## src/rtl/bbsig_pkg.sv

```systemverilog
package bbsig_pkg;

    localparam int PC_W  = 32;
    localparam int SIG_W = 32;

    typedef logic [PC_W-1:0]  pc_t;
    typedef logic [SIG_W-1:0] sig_t;

    // One reference entry of the signature table
    typedef struct packed {
        logic valid;
        pc_t  start_pc;
        pc_t  end_pc;
        sig_t sig;
    } tbl_entry_t;

    // Block tracking state
    typedef struct packed {
        logic in_blk;
        pc_t  start_pc;
        sig_t sig;
    } trk_state_t;

    // Error reporting state
    typedef struct packed {
        logic flag;
        logic pulse;
        pc_t  pc;
    } flag_state_t;

    // Rotate-left-by-one then fold in the new word
    function automatic sig_t sig_step(sig_t acc, sig_t word);
        return {acc[SIG_W-2:0], acc[SIG_W-1]} ^ word;
    endfunction

endpackage

```

## src/rtl/bbsig_tracker.sv

```systemverilog
module bbsig_tracker
    import bbsig_pkg::*;
#(
    parameter sig_t TERM_MASK  = 32'hF000_0000,
    parameter sig_t TERM_MATCH = 32'hB000_0000
) (
    input  logic clk,
    input  logic rst_n,
    input  logic enable,
    input  logic tr_valid,
    input  pc_t  tr_pc,
    input  sig_t tr_instr,
    output logic blk_end,
    output pc_t  blk_start_pc,
    output pc_t  blk_end_pc,
    output sig_t blk_sig
);

    trk_state_t st_d, st_q;
    logic       is_term;
    sig_t       base_sig;
    sig_t       next_sig;
    pc_t        start_pc;

    always_comb begin
        is_term  = (tr_instr & TERM_MASK) == TERM_MATCH;
        base_sig = st_q.in_blk ? st_q.sig : '0;
        start_pc = st_q.in_blk ? st_q.start_pc : tr_pc;
        next_sig = sig_step(base_sig, tr_instr);

        st_d = st_q;
        if (!enable) begin
            // drop any partial block
            st_d.in_blk = 1'b0;
        end else if (tr_valid) begin
            if (is_term) begin
                st_d.in_blk = 1'b0;
                st_d.sig    = '0;
            end else begin
                st_d.in_blk   = 1'b1;
                st_d.start_pc = start_pc;
                st_d.sig      = next_sig;
            end
        end

        blk_end      = enable && tr_valid && is_term;
        blk_start_pc = start_pc;
        blk_end_pc   = tr_pc;
        blk_sig      = next_sig;
    end

    always_ff @(posedge clk or negedge rst_n) begin
        if (!rst_n) begin
            st_q <= '0;
        end else begin
            st_q <= st_d;
        end
    end

endmodule

```

## src/rtl/bbsig_table.sv

```systemverilog
module bbsig_table
    import bbsig_pkg::*;
#(
    parameter int ENTRIES = 16,
    localparam int IDX_W  = (ENTRIES > 1) ? $clog2(ENTRIES) : 1
) (
    input  logic             clk,
    input  logic             rst_n,
    input  logic             wr_en,
    input  logic [IDX_W-1:0] wr_idx,
    input  tbl_entry_t       wr_entry,
    input  pc_t              lookup_pc,
    output logic             hit,
    output tbl_entry_t       hit_entry
);

    tbl_entry_t [ENTRIES-1:0] ent_d, ent_q;
    logic       [ENTRIES-1:0] match;

    // per-entry associative compare
    for (genvar g = 0; g < ENTRIES; g++) begin : g_cmp
        assign match[g] = ent_q[g].valid && (ent_q[g].start_pc == lookup_pc);
    end

    always_comb begin
        ent_d = ent_q;
        if (wr_en && (int'(wr_idx) < ENTRIES)) begin
            ent_d[wr_idx] = wr_entry;
        end
    end

    // lowest matching index wins
    always_comb begin
        hit       = |match;
        hit_entry = '0;
        for (int i = ENTRIES - 1; i >= 0; i--) begin
            if (match[i]) begin
                hit_entry = ent_q[i];
            end
        end
    end

    always_ff @(posedge clk or negedge rst_n) begin
        if (!rst_n) begin
            ent_q <= '0;
        end else begin
            ent_q <= ent_d;
        end
    end

endmodule

```

## src/rtl/bbsig_verdict.sv

```systemverilog
module bbsig_verdict
    import bbsig_pkg::*;
(
    input  logic       clk,
    input  logic       rst_n,
    input  logic       clear_err,
    input  logic       blk_end,
    input  pc_t        start_pc,
    input  pc_t        end_pc,
    input  sig_t       blk_sig,
    input  logic       hit,
    input  tbl_entry_t hit_entry,
    output logic       cfe_flag,
    output logic       cfe_pulse,
    output pc_t        cfe_pc
);

    flag_state_t st_d, st_q;
    logic        agree;
    logic        bad;

    always_comb begin
        agree = hit && hit_entry.valid
                && (hit_entry.end_pc == end_pc)
                && (hit_entry.sig == blk_sig);
        bad   = blk_end && !agree;

        st_d       = st_q;
        st_d.pulse = bad;
        if (bad) begin
            st_d.pc = start_pc;
        end
        // a fresh error outranks a clear
        st_d.flag = bad || (st_q.flag && !clear_err);
    end

    always_ff @(posedge clk or negedge rst_n) begin
        if (!rst_n) begin
            st_q <= '0;
        end else begin
            st_q <= st_d;
        end
    end

    assign cfe_flag  = st_q.flag;
    assign cfe_pulse = st_q.pulse;
    assign cfe_pc    = st_q.pc;

endmodule

```

## src/rtl/bbsig_flow_monitor.sv

```systemverilog
module bbsig_flow_monitor
    import bbsig_pkg::*;
#(
    parameter int   ENTRIES    = 16,
    parameter sig_t TERM_MASK  = 32'hF000_0000,
    parameter sig_t TERM_MATCH = 32'hB000_0000
) (
    input  logic                       clk,
    input  logic                       rst_n,
    input  logic                       enable,
    input  logic                       clear_err,
    input  logic                       tr_valid,
    input  logic [PC_W-1:0]            tr_pc,
    input  logic [SIG_W-1:0]           tr_instr,
    input  logic                       tw_en,
    input  logic [$clog2(ENTRIES)-1:0] tw_idx,
    input  logic                       tw_valid,
    input  logic [PC_W-1:0]            tw_start_pc,
    input  logic [PC_W-1:0]            tw_end_pc,
    input  logic [SIG_W-1:0]           tw_sig,
    output logic                       cfe_flag,
    output logic                       cfe_pulse,
    output logic [PC_W-1:0]            cfe_pc
);

    logic       blk_end;
    pc_t        blk_start_pc;
    pc_t        blk_end_pc;
    sig_t       blk_sig;
    logic       hit;
    tbl_entry_t hit_entry;
    tbl_entry_t wr_entry;
    logic       wr_ok;

    assign wr_entry = '{valid: tw_valid, start_pc: tw_start_pc,
                        end_pc: tw_end_pc, sig: tw_sig};
    assign wr_ok    = tw_en && !enable;

    bbsig_tracker #(
        .TERM_MASK (TERM_MASK),
        .TERM_MATCH(TERM_MATCH)
    ) u_tracker (
        .clk         (clk),
        .rst_n       (rst_n),
        .enable      (enable),
        .tr_valid    (tr_valid),
        .tr_pc       (tr_pc),
        .tr_instr    (tr_instr),
        .blk_end     (blk_end),
        .blk_start_pc(blk_start_pc),
        .blk_end_pc  (blk_end_pc),
        .blk_sig     (blk_sig)
    );

    bbsig_table #(
        .ENTRIES(ENTRIES)
    ) u_table (
        .clk      (clk),
        .rst_n    (rst_n),
        .wr_en    (wr_ok),
        .wr_idx   (tw_idx),
        .wr_entry (wr_entry),
        .lookup_pc(blk_start_pc),
        .hit      (hit),
        .hit_entry(hit_entry)
    );

    bbsig_verdict u_verdict (
        .clk      (clk),
        .rst_n    (rst_n),
        .clear_err(clear_err),
        .blk_end  (blk_end),
        .start_pc (blk_start_pc),
        .end_pc   (blk_end_pc),
        .blk_sig  (blk_sig),
        .hit      (hit),
        .hit_entry(hit_entry),
        .cfe_flag (cfe_flag),
        .cfe_pulse(cfe_pulse),
        .cfe_pc   (cfe_pc)
    );

endmodule

```

## config.mk

```make
export PLATFORM = sky130hd
export DESIGN_NAME = bbsig_flow_monitor
export DESIGN_NICKNAME = d
export VERILOG_FILES = /design/src/rtl/bbsig_pkg.sv /design/src/rtl/bbsig_tracker.sv /design/src/rtl/bbsig_table.sv /design/src/rtl/bbsig_verdict.sv /design/src/rtl/bbsig_flow_monitor.sv
export SDC_FILE = /design/constraint.sdc
export NUM_CORES = 2
export LEC_CHECK = 0
export BUFFER_PORTS_ARGS = -buffer_cell sky130_fd_sc_hd__buf_2
export CORE_MARGIN = 1.5
export CORE_UTILIZATION = 25
export DETAILED_ROUTE_END_ITERATION = 8
export GPL_TIMING_DRIVEN = 0
export PLACE_DENSITY = 0.41
export SETUP_SLACK_MARGIN = 0.5
export SLEW_MARGIN = 20
export SYNTH_ARGS = -nofsm -noshare
export SYNTH_HDL_FRONTEND = slang
export SYNTH_SLANG_ARGS = --single-unit
```

## constraint.sdc

```tcl
create_clock -name clk -period 6.1 [get_ports clk]
set_clock_uncertainty 0.1 [all_clocks]
set_input_delay 0.61 -clock clk [delete_from_list [all_inputs] [get_ports clk]]
set_output_delay 0.61 -clock clk [all_outputs]
set_load 0.02 [all_outputs]
```

======== Word level (Yosys, flattened, before mapping) ========
Cells that the tools add are included.
storage, ports and cells
  word-level logic and storage cells ...... 152
  flip-flop bits (word level) ............. 1651
  output and inout port bits .............. 34
  input port bits ......................... 171
operators by class
  order comparisons ....................... 2
  bitwise logic cells ..................... 2
  reduce and logical (&&, ||, !) cells .... 32
  eq/ne operators ......................... 20
  muxes and demuxes ....................... 26
operators with widths
  kind                                                                                  count
  97-bit two-way mux                                                                    17
  1552-bit bitwise mux                                                                  1
  32-bit equality test                                                                  18
  97-bit demux with 4-bit select                                                        1
  32-bit two-way mux                                                                    4
  65-bit two-way mux                                                                    1
  32-bit bitwise XOR                                                                    1
  1-bit logical AND                                                                     25
  16-bit OR reduction                                                                   1
  4-bit by 5-bit less-than comparator with 1-bit output (second input constant)         1
  4-bit equality test (second input constant)                                           1
  4-bit by 1-bit greater-or-equal comparator with 1-bit output (second input constant)  1
  1-bit zero test                                                                       3
  3-bit AND reduction                                                                   1
  1-bit two-way mux                                                                     2
  2-bit by 1-bit inequality test with 1-bit output (second input constant)              1
  2-bit AND reduction                                                                   1
  1-bit logical OR                                                                      1
  1-bit inverter                                                                        1

======== Depth between registers and ports, before layout ========
  depth after elaboration ................. 25
  depth in mapped cells ................... 26
  gate-level depth less buffers ........... 15

======== Modules after synthesis ========
From an unflattened synthesis, not the netlist that was laid out.
second synthesis, totals
  cell total of the unflattened synthesis .. 7141
  area total of the unflattened synthesis .. 84199.5 um^2
by module, submodules not included
  module              sequential area each (um^2)  area an instance (um^2)  cells each  instances
  bbsig_table         38837.2                      78551.6                  6688        1
  bbsig_tracker       1626.6                       3504.6                   280         1
  bbsig_verdict       850.8                        2129.5                   172         1
  bbsig_flow_monitor  0.0                          13.8                     1           1

======== Least setup slack after synthesis ========
Ideal clock, no wire load.
  kind .................................... reg2reg
  from .................................... register u_tracker.st_q[64] (netlist bit)
  to ...................................... register u_verdict.st_q (netlist bit u_verdict.cfe_pc[13])
  path slack .............................. 0.500 ns
  library setup time ...................... 0.128 ns
  buffers on the path ..................... 6
  cell stages (with the launch flop) ...... 22
  clock period less this slack ............ 5.600 ns
  data required time ...................... 5.872 ns
  data arrival time ....................... 5.372 ns
  path through ............................ dfrtp_1 buf_6 buf_6 buf_6 mux2i_1 o2bb2ai_1 or4_1 or3_1 clkbuf_1 or3_4 buf_6 buf_6 nand2_2 a21oi_1 a2111oi_2 o211ai_1 and3_1 a211oi_1 nand4_1 or4_1 o41ai_4 mux2_1
between the ends
  word-level cells in the longest chain between the ends .. 24
  elaborated cells between the ends (all ways) .. 59
  those cells by class .................... eq/ne (18); mux (18); bitwise (1); reduce/logical (22)
RTL lines
  element                                                           line                                      RTL
  from (decl)                                                       bbsig_tracker.sv:19                       trk_state_t st_d, st_q;
  from (signal assigned)                                            bbsig_tracker.sv:56                       st_q <= st_d;
  32-bit two-way mux                                                bbsig_tracker.sv:28                       start_pc = st_q.in_blk ? st_q.start_pc : tr_pc;
  32-bit equality test                                              bbsig_table.sv:22                         assign match[g] = ent_q[g].valid && (ent_q[g].start_pc == lookup_pc);
  1-bit logical AND                                                 bbsig_table.sv:22
  97-bit two-way mux (16 in a row)                                  bbsig_table.sv:37                         if (match[i]) begin
  32-bit equality test / 1-bit logical AND (equally long branches)  bbsig_verdict.sv:24, bbsig_verdict.sv:23
  1-bit logical AND                                                 bbsig_verdict.sv:24                       && (hit_entry.end_pc == end_pc)
  1-bit logical AND                                                 bbsig_verdict.sv:25                       && (hit_entry.sig == blk_sig);
  1-bit zero test                                                   bbsig_verdict.sv:26                       bad = blk_end && !agree;
  1-bit logical AND                                                 bbsig_verdict.sv:26
  to (signal assigned)                                              bbsig_verdict.sv:41                       st_q <= st_d;
  to (decl)                                                         bbsig_verdict.sv:18                       flag_state_t st_d, st_q;
Parallel ways exist; a longest one is shown, timed or not.
A chain may end at the register's enable or synchronous reset.

======== Final worst setup path ========
  from .................................... register u_tracker.st_q[64] (netlist bit)
  to ...................................... register u_verdict.st_q (netlist bit u_verdict.cfe_pc[25])
Same word-level chain as after synthesis.

==> summary.txt <==
status: complete, but fails checks
failing checks: setup timing
max incr delay on CP: 0.42 ns
XOR/XNOR Fraction of Synth Area: 0.05620
Rel. slew slack: 0.1479
Critical Path Start Type: flip-flop
DRT Pass-1 Iters: 7
Port Buffers: 202
Clock transition at path regs: 0.06 ns
Slew Viols, Final: 0
type of the worst min-delay path: input pin to flip-flop
synthesized area: 80,560 sq um
GRT Resource Usage Total: 0.2781
Final Worst Setup Slack: -1.243 ns
Mapped Cells: 6,718
pwr/cell area: 327.5 nW/um^2
compound-gate portion of the synthesized area: 0.08717
FF/Latch Area: 41,310 sq um
Hold Vio Cnt, Final: 0
worst skew pair latency: 0.91 ns
RR Endpoint: u_verdict.cfe_pc[25]
vias in the first global route: 64,280
crit path capture: u_verdict.cfe_pc[25]
detailed placer's ending HPWL: 344,200 um
site row count: 208
layout cells sized above 1: 0.3952
Worst Reg2Reg Path Length in Cells: 29
Crit path required time: 6.80 ns
area grow syn2layout: 24.96%
reg-to-reg setup timing slack: -1.24 ns
total chip power: 32.97 mW
Layout Nets: 7,583
initial core utilization: 0.2511
reg-to-reg startpoint: u_tracker.st_q[64]
Multi-input gate area: 38,940 sq um
GRT met2 Usage: 0.4468
Root Driver: clkbuf_16
Post-route DRC: 0
placed instance area: 88,230 sq um
number of synthesized flops with an enable pin: 0
routability cong.: 0.9857
syn_nets: 6,889
main combinational cell family by area after synthesis: multiplexers
Hold Slack: 0.03591 ns
routed wire length: 464,200 um
Max Cap Viol: 0
CTS buffer count: 207
H-tree Lvls: 4
# clock sinks: 1,651
die width: 570.7 um
fillers: 32,660
Seq/Total Area, Yosys: 0.5128
RSZ-0062 raised after global routing: true
first-pass GRT wire length: 608,400 um
FMAX: 0.1362 GHz
simple-gate share of the synthesized area: 0.07899
Synth warnings: 0
CTS max path bufs: 4
met1 Usage GRT: 0.3633
antenna-violating nets left: 0
Worst Setup Path Type: flip-flop to flip-flop
I/O pin count: 205
largest net degree at the start of global routing: 128
setup violators final: 34
CTS tree: yes
Vias: 65,330
period utilization: 1.204
crit path DAT: 8.04 ns
Place WS: -5.316 ns
CP endpoint kind: flip-flop
slowest CP cell: o41ai_4
Tmin final: 7.343 ns
drt wl/cell: 39.03 um
1st-iter DRT viols: 6,695
peak supply drop: 0.0001944 V
Avg Inst Size Synth: 11.99 sq um
overall die height: 570.7 um
synthesized flop and latch total: 1,651
Most common cell on crit path: buf_12
crit-path max FO: 10
P_leak: 43.61 nW
worst slew pin tran: 1.278 ns
Synth cell types: 95
met3 usage: 0.04026
dominant synthesized flop cell: dfrtp_1
area share of fa/ha/maj cells after synthesis: 0
fraction of registers with async set/reset: 1.000
GRT overflow: 0
origin of the worst setup path: u_tracker.st_q[64]
global routing's busiest layer: met2
Final Util: 0.3137
post-synthesis mux area share: 0.2334
core footprint: 320,900 sq um
initial antenna violation count: 63
number of vias per cell: 5.492
die area: 325,700 sq um
design area: 100,700 sq um
metal layers:
layer / vias to the layer above / share of wire / wire length [um]
met5: - / 0.00027 / 127
met4: 16 / 0.060 / 27950
met3: 805 / 0.063 / 29080
met2: 3020 / 0.46 / 213400
met1: 35400 / 0.42 / 193700
li1: 26090 / - / -
through the flow:
step / TNS (ns) / instances
floorplan: 0 / 6718
global placement: - / 11230
detailed placement: -178.69 / 11290
CTS: -39.08 / 11800
global route: -39.25 / 11880
finish: -40.87 / 11900
cell type report:
type / instances / share of cell area
well taps: 4305 / 0.05350
clock buffers: 314 / 0.06077
repair buffers: 485 / 0.04042
multi-input cells: 4457 / 0.3868
diodes: 21 / 0.0005220
flip-flops and latches: 1651 / 0.4104
clock inverters: 52 / 0.005332
plain buffers: 545 / 0.03985
inverters: 65 / 0.002424
state kept, by name, summed over array words and instances, names as in the netlist:
signal / cells
u_verdict.cfe_pc: 32
u_verdict.cfe_pulse: 1
u_verdict.cfe_flag: 1
u_tracker.st_q: 65
u_table.ent_q: 1552
cell families (layout without fill, tap and decap cells):
family,after synthesis,in the layout
DFF,1651,1651
and+or+nand+nor,1281,1281
muxes,1674,1674
AOI/OAI and AO/OA,985,985
other,0,21
xor gates and xnor gates,517,517
buffers and inverters,610,1461
power breakdown:
part	internal (mW)	switching [mW]
logic	2.84	3.05
registers	13.1	1.52
clock network	7.22	5.25
placed cells by master (no fill, tap or decap), drive strengths merged, types with 31 or more instances in the layout:
master | Yosys | layout
a211oi | 35 | 35
a21oi | 168 | 168
a221oi | 63 | 63
a31oi | 31 | 31
buf | 204 | 674
clkbuf | 341 | 640
clkinv | 0 | 34
dfrtp | 1651 | 1651
inv | 65 | 70
mux2 | 1559 | 1559
mux2i | 115 | 115
nand2 | 311 | 311
nand3 | 164 | 164
nand4 | 71 | 71
nor2 | 254 | 254
nor3 | 159 | 159
nor4 | 156 | 156
o2111ai | 33 | 33
o211ai | 66 | 66
o21ai | 190 | 190
o221ai | 96 | 96
o22ai | 49 | 49
or3 | 44 | 44
xnor2 | 420 | 420
xor2 | 97 | 97
worst max-delay path, delay by kind of cell (launching register included):
| kind | cells | cell delay, ns |
|---|---|---|
| buf+inv | 14 | 2.79 |
| flops | 1 | 0.37 |
| compound gates | 6 | 1.71 |
| xor+xnor | 1 | 0.14 |
| simple gates | 6 | 1.57 |
| mux | 2 | 0.44 |
cells in the mapped netlist (all sizes together) (35+ instances only):
master     n  share of area
nand2    311          0.015
or3       44         0.0035
xor2      97          0.011
a21oi    168          0.010
o21ai    190          0.012
clkbuf   341          0.016
nor3     159          0.010
nand4     71         0.0057
nand3    164          0.010
nor4     156          0.012
a221oi    63         0.0068
nor2     254          0.012
mux2i    115          0.016
o211ai    66         0.0062
a211oi    35         0.0033
inv       65         0.0030
xnor2    420          0.046
o221ai    96          0.011
dfrtp   1651           0.51
buf      204          0.012
mux2    1559           0.22
o22ai     49         0.0038
repair_timing:
| action | CTS | global route |
|---|---|---|
| endpoints found under the setup margin | 34 | 34 |
| pin swaps | 71 | 59 |
| gates cloned | 2 | 2 |
| hold buffers | 25 | 0 |
| buffers inserted | 118 | 73 |
| endpoints found under the hold margin | 175 | 0 |
| resized for setup | 812 | 199 |
how the worst min path moves through the flow:
stage,slack (ns),from,cells after the start,endpoint
6_report,0.04,tw_sig[5],2,u_table.ent_q[684]
5_1_grt,0.04,tw_end_pc[6],2,u_table.ent_q[717]
4_1_cts,0.001,tw_sig[5],2,u_table.ent_q[684]
3_5_place_dp,0.37,u_tracker.st_q[3],2,u_tracker.st_q[3]
3_3_place_gp,0.36,u_tracker.st_q[21],2,u_tracker.st_q[21]
2_1_floorplan,0.21,rst_n,0,u_table.ent_q[0]
No activity file was read; power rests on OpenSTA's default activity.
